File: config.mk
export PLATFORM = sky130hd
export DESIGN_NAME = rst_domain_ctrl
export DESIGN_NICKNAME = d
export VERILOG_FILES = /design/src/rtl/rdc_pkg.sv /design/src/rtl/rdc_sw_regs.sv /design/src/rtl/rdc_cfg_pulse.sv /design/src/rtl/rdc_hold_bank.sv /design/src/rtl/rst_domain_ctrl.sv
export SDC_FILE = /design/constraint.sdc
export NUM_CORES = 1
export LEC_CHECK = 0
export ABC_AREA = 0
export BUFFER_PORTS_ARGS = -buffer_cell sky130_fd_sc_hd__buf_4
export CAP_MARGIN = 25
export CORE_ASPECT_RATIO = 0.7
export CORE_UTILIZATION = 50
export DETAILED_ROUTE_END_ITERATION = 8
export HOLD_SLACK_MARGIN = 0.02
export PLACE_DENSITY = 0.78
export RECOVER_POWER = 50
export SLEW_MARGIN = 20
export SYNTH_ARGS = -nofsm -noshare
export SYNTH_HDL_FRONTEND = slang
export SYNTH_SLANG_ARGS = --single-unit
File: constraint.sdc
create_clock -name clk_i -period 2.1 [get_ports clk_i]
set_clock_uncertainty 0.05 [all_clocks]
set_input_delay 0.525 -clock clk_i [delete_from_list [all_inputs] [get_ports clk_i]]
set_output_delay 0.525 -clock clk_i [all_outputs]
set_load 0.05 [all_outputs]
File: src/rtl/rdc_pkg.sv
package rdc_pkg;
  localparam int unsigned ADDR_W = 2;
  localparam logic [ADDR_W-1:0] A_HOLD = 2'd0;
  localparam logic [ADDR_W-1:0] A_REQ  = 2'd1;
  localparam logic [ADDR_W-1:0] A_MASK = 2'd2;

  localparam int unsigned NUM_HOLD = 4;
  localparam int unsigned H_FPER   = 0;
  localparam int unsigned H_PER    = 1;
  localparam int unsigned H_SPER   = 2;
  localparam int unsigned H_BRIDGE = 3;

  localparam int unsigned NUM_MASK = 2;
  localparam int unsigned M_BRIDGE = 0;
  localparam int unsigned M_MEM    = 1;
endpackage

File: src/rtl/rdc_sw_regs.sv
module rdc_sw_regs
  import rdc_pkg::*;
#(
  parameter int unsigned N_CORE = 4,
  localparam int unsigned REG_W = 2 * N_CORE + 2
) (
  input  logic                clk_i,
  input  logic                rst_ni,
  input  logic                reg_we_i,
  input  logic [ADDR_W-1:0]   reg_addr_i,
  input  logic [REG_W-1:0]    reg_wdata_i,
  output logic [N_CORE-1:0]   core_cold_sw_o,
  output logic [N_CORE-1:0]   core_warm_sw_o,
  output logic                dbg_sw_o,
  output logic                warm_sw_o,
  output logic [NUM_MASK-1:0] mask_o
);
  localparam int unsigned DBG_BIT  = 2 * N_CORE;
  localparam int unsigned WARM_BIT = 2 * N_CORE + 1;

  logic req_wr, mask_wr;
  assign req_wr  = reg_we_i && (reg_addr_i == A_REQ);
  assign mask_wr = reg_we_i && (reg_addr_i == A_MASK);

  always_ff @(posedge clk_i or negedge rst_ni) begin
    if (!rst_ni) begin
      core_cold_sw_o <= '0;
      core_warm_sw_o <= '0;
      dbg_sw_o       <= 1'b0;
      warm_sw_o      <= 1'b0;
      mask_o         <= '0;
    end else begin
      warm_sw_o <= req_wr & reg_wdata_i[WARM_BIT];  // one-shot trigger
      if (req_wr) begin
        core_cold_sw_o <= reg_wdata_i[N_CORE-1:0];
        core_warm_sw_o <= reg_wdata_i[2*N_CORE-1:N_CORE];
        dbg_sw_o       <= reg_wdata_i[DBG_BIT];
      end
      if (mask_wr) mask_o <= reg_wdata_i[NUM_MASK-1:0];
    end
  end
endmodule

File: src/rtl/rdc_cfg_pulse.sv
module rdc_cfg_pulse #(
  parameter int unsigned PULSE_LEN = 4,
  localparam int unsigned CNT_W = $clog2(PULSE_LEN + 1)
) (
  input  logic clk_i,
  input  logic rst_ni,
  input  logic por_i,
  input  logic cold_req_i,
  input  logic warm_req_i,
  output logic syscfg_assert_o
);
  logic             cold_prev_q, warm_prev_q, rise;
  logic [CNT_W-1:0] cnt_q, cnt_d;

  assign rise = (cold_req_i & ~cold_prev_q) | (warm_req_i & ~warm_prev_q);

  always_comb begin
    if (rise)              cnt_d = CNT_W'(PULSE_LEN);
    else if (cnt_q != '0)  cnt_d = cnt_q - 1'b1;
    else                   cnt_d = '0;
  end

  always_ff @(posedge clk_i or negedge rst_ni) begin
    if (!rst_ni) begin
      cold_prev_q     <= 1'b0;
      warm_prev_q     <= 1'b0;
      cnt_q           <= '0;
      syscfg_assert_o <= 1'b1;
    end else begin
      cold_prev_q     <= cold_req_i;
      warm_prev_q     <= warm_req_i;
      cnt_q           <= cnt_d;
      syscfg_assert_o <= por_i | (cnt_d != '0);  // level on power-on, pulse otherwise
    end
  end
endmodule

File: src/rtl/rdc_hold_bank.sv
module rdc_hold_bank #(
  parameter int unsigned NH = 4
) (
  input  logic          clk_i,
  input  logic          rst_ni,
  input  logic [NH-1:0] set_i,
  input  logic          we_i,
  input  logic [NH-1:0] wdata_i,
  output logic [NH-1:0] hold_o
);
  for (genvar i = 0; i < NH; i++) begin : g_hold
    always_ff @(posedge clk_i or negedge rst_ni) begin
      if (!rst_ni)       hold_o[i] <= 1'b1;
      else if (set_i[i]) hold_o[i] <= 1'b1;  // hardware event beats software clear
      else if (we_i)     hold_o[i] <= wdata_i[i];
    end
  end
endmodule

File: src/rtl/rst_domain_ctrl.sv
module rst_domain_ctrl
  import rdc_pkg::*;
#(
  parameter int unsigned N_CORE    = 4,
  parameter int unsigned N_WDOG    = 4,
  parameter int unsigned PULSE_LEN = 4,
  localparam int unsigned REG_W    = 2 * N_CORE + 2
) (
  input  logic              clk_i,
  input  logic              rst_ni,
  input  logic              proc_pgood_i,
  input  logic              fab_pgood_i,
  input  logic              cold_req_i,
  input  logic              warm_req_i,
  input  logic [N_WDOG-1:0] wdog_to_i,
  input  logic              dbg_req_i,
  input  logic              reg_we_i,
  input  logic [ADDR_W-1:0] reg_addr_i,
  input  logic [REG_W-1:0]  reg_wdata_i,
  output logic              por_rst_no,
  output logic              cold_rst_no,
  output logic              warm_rst_no,
  output logic              syscfg_rst_no,
  output logic              dbg_rst_no,
  output logic [N_CORE-1:0] core_cold_rst_no,
  output logic [N_CORE-1:0] core_warm_rst_no,
  output logic              fper_rst_no,
  output logic              per_rst_no,
  output logic              sper_rst_no,
  output logic              bridge_rst_no,
  output logic              memport_rst_no,
  output logic              tap_rst_no
);
  logic [N_CORE-1:0]   core_cold_sw, core_warm_sw;
  logic                dbg_sw, warm_sw;
  logic [NUM_MASK-1:0] mask;

  rdc_sw_regs #(.N_CORE(N_CORE)) u_regs (
    .clk_i, .rst_ni, .reg_we_i, .reg_addr_i, .reg_wdata_i,
    .core_cold_sw_o(core_cold_sw), .core_warm_sw_o(core_warm_sw),
    .dbg_sw_o(dbg_sw), .warm_sw_o(warm_sw), .mask_o(mask)
  );

  // event decode, nested power-on > cold > warm
  logic por_c, cold_c, warm_evt_c, warm_c, dbg_c, mem_c;
  logic [N_CORE-1:0] core_cold_c, core_warm_c;

  assign por_c       = ~(proc_pgood_i & fab_pgood_i);
  assign cold_c      = por_c | cold_req_i;
  assign warm_evt_c  = warm_req_i | warm_sw | (|wdog_to_i);
  assign warm_c      = cold_c | warm_evt_c;
  assign dbg_c       = cold_c | dbg_sw | dbg_req_i;
  assign core_cold_c = {N_CORE{cold_c}} | core_cold_sw;
  assign core_warm_c = {N_CORE{warm_c}} | core_warm_sw | core_cold_sw;
  assign mem_c       = cold_c | (warm_evt_c & ~mask[M_MEM]);

  logic [NUM_HOLD-1:0] hold_set, hold_q;
  always_comb begin
    hold_set           = '0;
    hold_set[H_FPER]   = warm_c;
    hold_set[H_PER]    = warm_c;
    hold_set[H_SPER]   = warm_c;
    hold_set[H_BRIDGE] = cold_c | (warm_evt_c & ~mask[M_BRIDGE]);
  end

  rdc_hold_bank #(.NH(NUM_HOLD)) u_hold (
    .clk_i, .rst_ni,
    .set_i   (hold_set),
    .we_i    (reg_we_i && (reg_addr_i == A_HOLD)),
    .wdata_i (reg_wdata_i[NUM_HOLD-1:0]),
    .hold_o  (hold_q)
  );

  logic syscfg_q;
  rdc_cfg_pulse #(.PULSE_LEN(PULSE_LEN)) u_cfg (
    .clk_i, .rst_ni, .por_i(por_c), .cold_req_i, .warm_req_i,
    .syscfg_assert_o(syscfg_q)
  );

  logic por_q, cold_q, warm_q, dbg_q, mem_q;
  logic [N_CORE-1:0] core_cold_q, core_warm_q;

  always_ff @(posedge clk_i or negedge rst_ni) begin
    if (!rst_ni) begin
      por_q       <= 1'b1;
      cold_q      <= 1'b1;
      warm_q      <= 1'b1;
      dbg_q       <= 1'b1;
      mem_q       <= 1'b1;
      core_cold_q <= '1;
      core_warm_q <= '1;
    end else begin
      por_q       <= por_c;
      cold_q      <= cold_c;
      warm_q      <= warm_c;
      dbg_q       <= dbg_c;
      mem_q       <= mem_c;
      core_cold_q <= core_cold_c;
      core_warm_q <= core_warm_c;
    end
  end

  assign por_rst_no       = ~por_q;
  assign tap_rst_no       = ~por_q;
  assign cold_rst_no      = ~cold_q;
  assign warm_rst_no      = ~warm_q;
  assign syscfg_rst_no    = ~syscfg_q;
  assign dbg_rst_no       = ~dbg_q;
  assign memport_rst_no   = ~mem_q;
  assign core_cold_rst_no = ~core_cold_q;
  assign core_warm_rst_no = ~core_warm_q;
  assign fper_rst_no      = ~hold_q[H_FPER];
  assign per_rst_no       = ~hold_q[H_PER];
  assign sper_rst_no      = ~hold_q[H_SPER];
  assign bridge_rst_no    = ~hold_q[H_BRIDGE];
endmodule

# Yosys cells after proc, flatten, opt, wreduce, memory -nomap -nowiden
# Cells that the tools add are included.
# totals
reg_bits,35
in_bits,24
wordCells,78
out_inout_bits,19
# op_classes
eq_ne,2
add_sub_neg,1
n_reduce_logical,9
bitwise,36
n_mux,10
# op_table
cell,count
$not 1->1,15
$or 4x4->4,3
$or 1x1->1,10
$mux 1,8
$not 4->4,2
$and 1x1->1,6
$mux 3,2
$reduce_bool 3->1,2
$reduce_bool 2->1,2
$reduce_or 4->1,1
$logic_and 1x1->1,3
$sub 3x1->3 const B,1
$eq 2x1->1 const B,1
$eq 2x2->1 const B,1
$logic_not 2->1,1

# Logic depth before layout (Yosys ltp)
# Gate-level depths: netlist of the first run.
# logic_depth
depth_word,6
depth_mapped,6
ltp_nobuf,5

# Cells and area by module
# Synthesis of the first run repeated with hierarchy kept, for this count alone.
# unflattened
hier_cells,113
area_unflattened_um2,1446.4
# by_module_without_submodules
mod,n_inst,area_each_um2,cells_per_inst,seq_area_each_um2
rst_domain_ctrl,1,536.8,50,341.6
rdc_sw_regs,1,491.7,28,300.3
rdc_cfg_pulse,1,251.5,23,151.4
rdc_hold_bank,1,166.4,12,105.1

# Worst setup path after synthesis of the first run
# OpenSTA, ideal clock, no wires.
# synth_path
kind,input port to flip-flop
start,input wdog_to_i[1]
end,register core_warm_q[0]
arrival_time_ns,1.882
setup_time_ns,0.088
path_buffers,1
required_time_ns,1.962
stages,4
path_slack_ns,0.080
path_cell_list,or4_4 or4_4 buf_6 or3_1
# synth_between
elab_chain_len,5
# synth_lines
element,line_no,text
"start, declared",rst_domain_ctrl.sv:15,"input logic [N_WDOG-1:0] wdog_to_i,"
$reduce_or 4->1,rst_domain_ctrl.sv:50,assign warm_evt_c = warm_req_i | warm_sw | (|wdog_to_i);
$or 1x1->1,rst_domain_ctrl.sv:50,
$or 1x1->1,rst_domain_ctrl.sv:51,assign warm_c = cold_c | warm_evt_c;
via warm_c,rst_domain_ctrl.sv:45,"logic por_c, cold_c, warm_evt_c, warm_c, dbg_c, mem_c;"
$or 4x4->4 (2 in a row),rst_domain_ctrl.sv:54,assign core_warm_c = {N_CORE{warm_c}} | core_warm_sw | core_cold_sw;
via core_warm_c[0],rst_domain_ctrl.sv:46,"logic [N_CORE-1:0] core_cold_c, core_warm_c;"
"end signal, assigned",rst_domain_ctrl.sv:99,core_warm_q <= core_warm_c;
"end, declared",rst_domain_ctrl.sv:81,"logic [N_CORE-1:0] core_cold_q, core_warm_q;"
# The timed path passes the listed nets, and every way through them passes these cells.
# A chain may end at the register's enable or synchronous reset.

# Worst setup path in the final report of the first run
# layout_path
start,input wdog_to_i[1]
end,register core_warm_q[0]
# layout_between
elab_chain_len,5
# layout_lines
element,line_no
$reduce_or 4->1,rst_domain_ctrl.sv:50
$or 1x1->1,rst_domain_ctrl.sv:50
$or 1x1->1,rst_domain_ctrl.sv:51
$or 4x4->4 (2 in a row),rst_domain_ctrl.sv:54
via core_warm_c[0],rst_domain_ctrl.sv:46
# The timed path passes the listed nets, and every way through them passes these cells.

==> results.toml, run 1 <==
[setup_path]
path_cells = "buf_4 > or4_4 > or4_4 > or3_1"
cp.arrival_ps = 1980
slowest_delay_ps = 530
crit_cells = 4
crit_buf_inv = 1
rrSetupSlack_ps = 570
r2r_start = "u_cfg.cnt_q[0]"
crit_top_cell = "or4_4"
regToRegEndpoint = "u_cfg.syscfg_assert_o"
startpoint_type = "input pin"
endpoint_kind = "flip-flop"
cp_slowest_cell = "or4_4"
reg2reg_depth = 4
crit_required_ps = 2240
critPathKind = "in2reg"
critPathTopFamily = "simple AND/OR/NAND/NOR gates"
cp_max_fo = 8

[clocking]
cts_hold_buffers = 0
cts_tree = "built"
post_cts_resized = 0
cts_htree_levels = 2
insertion_delay_ps = 280
post_cts_buffers = 0
cts.sinks = 35
cts_buffer_depth = 2
clk_pin_slew_ps = 70
numCtsBuffers = 5
cts_root_buf = "clkbuf_8"

[floorplanning]
ioPinCount = 43
num_rows = 15
start_util = 0.547
die_h_um = 46.2
dieArea_sq_um = 3010
core_sq_um = 2550
die_x_um = 65.1

[drt]
dr.pass1.iters = 4
ant_nets = 0
drc = 0
vias_per_cell = 4.87
avgRoutedWirePerCell_um = 12.1
drt_iter0_drc = 29
drt-total-wl_um = 2380
num_vias = 955

[power]
power_mw = 1.46
leakage_nw = 0.969
max-vdd-ir-drop_mv = 0.432
power.density_nw_per_um2 = 804

[placed_design]
port_buffers = 42
gp_congestion = 0.741
hpwl_um = 1820

[global_routing]
gr-total-overflow = 0
grt_pass1_vias = 869
grt_pass1_wl_um = 3850
grt_max_degree = 36
grt_usage = 0.183
antenna_found_initial = 0

[synth]
synth_area_leaders = "dfstp_2 (34%), dfrtp_1 (30%), mux2_2 (8.9%), inv_1 (6.5%), or2_2 (2.2%)"
synth.largest_area_cell = "dfstp_2"
yosys_most_used_dff = "dfstp_2"
syn_nets = 139
yosysSeqAreaShare = 0.644
yosysTopAreaCellShare = 0.339
synth_commonest_cells = "inv_1 (24), dfstp_2 (18), dfrtp_1 (17)"
syn_avg_cell_area_sq_um = 12.3
synth_most_common_cell = "inv_1"
synth_seq_cells = 35
synth_edf_count = 0
synth_area_sq_um = 1400
synth_cells = 113
ys_warn_count = 0
synth-async-reset-ratio = 1.00
ys_types = 24

[sta]
clock.fmax_mhz = 543
tightest_slew_ps = 786
slew_headroom = 0.476
hold_violations = 0
period_minus_slack_ps = 1840
setup_viol = 0
final.period_utilization = 0.877
rsz0062_at_grt = "false"
drv_slew = 0

[final_layout]
antenna_cells = 0
drive_gt1_frac = 0.525
utilization = 0.709
area_growth_pct = 29.7
nNetsFinal = 187

[run]
cap_violations = 0

[run_status]
status = "finished clean"

[min_path]
hp-class = "in2async"
[state kept, by name, indices dropped and copies added, names as in the netlist]
signal / flops
u_regs.core_warm_sw_o: 4
u_cfg.warm_prev_q: 1
dbg_q: 1
u_regs.warm_sw_o: 1
u_cfg.cold_prev_q: 1
u_cfg.syscfg_assert_o: 1
mem_q: 1
u_cfg.cnt_q: 3
core_cold_q: 4
cold_q: 1
u_regs.dbg_sw_o: 1
por_q: 1
core_warm_q: 4
u_regs.core_cold_sw_o: 4
warm_q: 1
u_regs.mask_o: 2
u_hold.hold_o: 4
[how the worst max path moves through the flow]
stage,from,end
2_1_floorplan,wdog_to_i[1],core_warm_q[0]
3_3_place_gp,wdog_to_i[1],core_warm_q[2]
5_1_grt,wdog_to_i[1],core_warm_q[2]
4_1_cts,wdog_to_i[1],core_warm_q[0]
6_report,wdog_to_i[1],core_warm_q[0]
3_5_place_dp,wdog_to_i[1],core_warm_q[0]
[through the flow]
| step | setup TNS (ps) | instance area, sq um | std cells | hold WS, ps | setup WS, ps |
|---|---|---|---|---|---|
| after floorplan | 0 | 1400 | 113 | 179 | 80.1 |
| after global placement | 0 | 1750 | 188 | 372 | 1.97 |
| after detailed placement | -62.7 | 1750 | 188 | 395 | -24.0 |
| after CTS | 0 | 1830 | 196 | 138 | 266 |
| after global routing | 0 | 1810 | 196 | 327 | 248 |
| final | 0 | 1810 | 196 | 268 | 259 |
[power by group]
part	internal [mW]	total, mW	switching [mW]
registers	0.749	0.791	0.0423
clock network	0.232	0.449	0.216
logic	0.102	0.215	0.113
[cells by family after synthesis]
| kind of cell | after synthesis | synth area share |
|---|---|---|
| AOI/OAI and AO/OA | 9 | 0.0466 |
| buffers and inverters | 27 | 0.0807 |
| DFF | 35 | 0.644 |
| adders and majority gates | 2 | 0.0179 |
| muxes | 11 | 0.0888 |
| and+or+nand+nor | 29 | 0.122 |
[metal layers]
layer,vias to the layer above,routed length (um),part of all wire,GRT usage
met2,32,1180,0.50,0.317
met3,5,147,0.062,0.0644
met1,457,1020,0.43,0.217
li1,461,-,-,-
met4,0,21,0.0088,0.0652
met5,-,0,0,0
[cells in the final DEF, fill, tap and decap left out]
| cell type | instances |
|---|---|
| or4_1 | 1 |
| o22ai_1 | 1 |
| inv_1 | 24 |
| o221ai_1 | 1 |
| nand3_1 | 1 |
| dfrtp_1 | 17 |
| nor3b_1 | 1 |
| mux2_2 | 11 |
| clkbuf_1 | 6 |
| clkinv_2 | 1 |
| or4_4 | 2 |
| or3_1 | 5 |
| buf_4 | 38 |
| or2_2 | 5 |
| a21oi_1 | 3 |
| clkbuf_8 | 5 |
| clkbuf_4 | 1 |
| nor3_1 | 2 |
| o21ai_0 | 1 |
| nand2_1 | 3 |
| clkbuf_2 | 1 |
| nand2b_1 | 1 |
| a211o_2 | 3 |
| nand3b_1 | 2 |
| ha_1 | 2 |
| dfstp_2 | 18 |
| nor2_1 | 6 |
[worst register-to-register path, delay by kind of cell (launching register included)]
family	cells	cell delay, ps
adders and majority gates	1	190
and+or+nand+nor	2	730
buffers and inverters	1	70
DFF	1	410
[final cells by class]
cell class | count | area [sq um]
Clock buffer | 7 | 76.3
Clock inverter | 1 | 5.00
Fill cell | 193 | 743
Inverter | 24 | 90.1
Multi-Input combinational cell | 51 | 384
Sequential cell | 35 | 898
Tap cell | 34 | 42.5
Timing Repair Buffer | 44 | 313
(Power assumes the default switching activity.)
==> run 2: changes to the inputs <==
ABC_AREA = 1   (was 0)
PLACE_DENSITY = 0.77   (was 0.78)
==> results.toml, run 2 <==
[run_status]
status = "finished clean"

[sta]
rsz0062_at_grt = "false"
fin_setup_tns_ps = 0
slew_headroom = 0.449
clock.fmax_mhz = 596
setup_viol = 0
tightest_slew_ps = 826
drv_slew = 0
final.period_utilization = 0.799
period_minus_slack_ps = 1680
hold_violations = 0

[placed_design]
port_buffers = 42
dpl-instance-area_sq_um = 1810
hpwl_um = 2100
gp_congestion = 0.793

[final_layout]
fill_cells = 225
finalInstanceArea_sq_um = 1860
antenna_cells = 0
nNetsFinal = 231
area_growth_pct = 26.1
layout.cells.most_common = "nand2_1"
drive_gt1_frac = 0.340
final_cell_mix = "nand2_1 (41), buf_4 (37), inv_1 (36)"
utilization = 0.663

[clocking]
post_cts_resized = 0
insertion_delay_ps = 280
cts.sinks = 35
clk_pin_slew_ps = 70
cts_hold_buffers = 0
cts_htree_levels = 2
cts_buffer_depth = 2
post_cts_buffers = 0
cts_root_buf = "clkbuf_8"
numCtsBuffers = 5
cts_tree = "built"

[synth]
yosys_most_used_dff = "dfstp_2"
synth_commonest_cells = "nand2_1 (39), inv_1 (35), dfstp_2 (18)"
yosysSeqAreaShare = 0.610
synth_area_leaders = "dfstp_2 (32%), dfrtp_1 (29%), nand2_1 (9.9%), inv_1 (8.9%), nor2_1 (4.1%)"
synth-async-reset-ratio = 1.00
synth_cells = 159
syn_avg_cell_area_sq_um = 9.26
synth_area_sq_um = 1470
ys_warn_count = 0
synth_most_common_cell = "nand2_1"
yosysTopAreaCellShare = 0.321
ys_types = 19
syn_nets = 185
synth_seq_cells = 35
synth.largest_area_cell = "dfstp_2"
synth_edf_count = 0

[setup_path]
cp_max_fo = 13
cp.arrival_ps = 1790
crit_required_ps = 2210
slowest_delay_ps = 450
reg2reg_depth = 4
critPathTopFamily = "simple AND/OR/NAND/NOR gates"
rrSetupSlack_ps = 860
cp_slowest_cell = "nand2_1"
crit_top_cell = "nand2_1"
path_cells = "clkbuf_4 > inv_1 > nor2_1 > nand2_1 > nand2_1 > o21ai_2"
critPathKind = "in2reg"
startpoint_type = "input pin"
crit_cells = 6
endpoint_kind = "flip-flop"
crit_buf_inv = 2

[floorplanning]
die_h_um = 47.4
dieArea_sq_um = 3170
num_rows = 16
start_util = 0.525
die_x_um = 66.9
ioPinCount = 43
core_sq_um = 2800

[power]
max-vdd-ir-drop_mv = 0.473
power.net_switching_mw = 0.409
power_mw = 1.47
p_clk_frac = 0.319
power_frac_comb = 0.151
sw_frac_of_total = 0.279
power.density_nw_per_um2 = 789
leakage_nw = 1.08
p_int_mw = 1.06
power.share.sequential = 0.530

[drt]
vias_per_cell = 4.64
ant_nets = 0
drc = 0
dr.pass1.iters = 4
avgRoutedWirePerCell_um = 11.7
num_vias = 1124
drt-total-wl_um = 2840
drt_iter0_drc = 44

[global_routing]
grt_usage = 0.192
grt_max_degree = 36
grt_pass1_wl_um = 4220
gr-total-overflow = 0
grt_pass1_vias = 981
antenna_found_initial = 0

[min_path]
hp-class = "in2async"

[run]
cap_violations = 0
[run 2: changes by cell type in the layout (fill, tap and decap cells not counted), moves of 9 or more]
cell,delta
inv_1,+12
mux2_2,-11
nand2_1,+38
nand3_1,+9
nor2_1,+12
[run 2: worst paths after layout]
check / start / end
worst max register to register: u_regs.warm_sw_o / u_hold.hold_o[1]
max in group asynchronous: rst_ni / u_regs.mask_o[0]
min in group clk_i: warm_req_i / u_cfg.warm_prev_q
worst min register to register: u_regs.core_warm_sw_o[0] / core_warm_q[0]
worst max-delay path: reg_addr_i[0] / u_regs.core_cold_sw_o[0]
worst min-delay path: rst_ni / u_regs.core_warm_sw_o[1]
[run 2: through the flow]
step / setup slack, ps / std cells / hold WS [ps]
2_1_floorplan: 567 / 159 / 179
4_1_cts: 483 / 242 / 138
6_report: 422 / 242 / 276
3_3_place_gp: 652 / 234 / 396
3_5_place_dp: 570 / 234 / 400
5_1_grt: 336 / 242 / 339
[run 2: cell type report]
type,count,area (sq um),share of cell area
Timing Repair Buffer,42,305,0.164
Inverter,36,135,0.0728
Sequential cell,35,898,0.484
Tap cell,36,45.0,0.0243
Clock inverter,2,12.5,0.00674
Multi-Input combinational cell,85,388,0.209
Clock buffer,6,72.6,0.0391
[run 2: power groups by stage]
stage	clock, mW	sequential (mW)	combinational, mW
final	0.467	0.777	0.222
after global routing	0.499	0.784	0.250
after CTS	0.479	0.776	0.232
after detailed placement	0	0.787	0.231
after global placement	0	0.782	0.219
after floorplan	0	0.778	0.147
[run 2: layer usage]
metal  track usage  share of wire  wire [um]  up-vias
li1              -              -          -      553
met1         0.248           0.45       1280      527
met2         0.311           0.47       1330       40
met3        0.0485          0.068        194        4
met4        0.0936          0.013         37        0
met5             0              0          0        -
[run 2: logic make-up after synthesis]
| family | after synthesis | share of synthesized area |
|---|---|---|
| AOI/OAI and AO/OA | 11 | 0.0467 |
| adders and majority gates | 2 | 0.0170 |
| buffers and inverters | 39 | 0.110 |
| DFF | 35 | 0.610 |
| and+or+nand+nor | 72 | 0.217 |
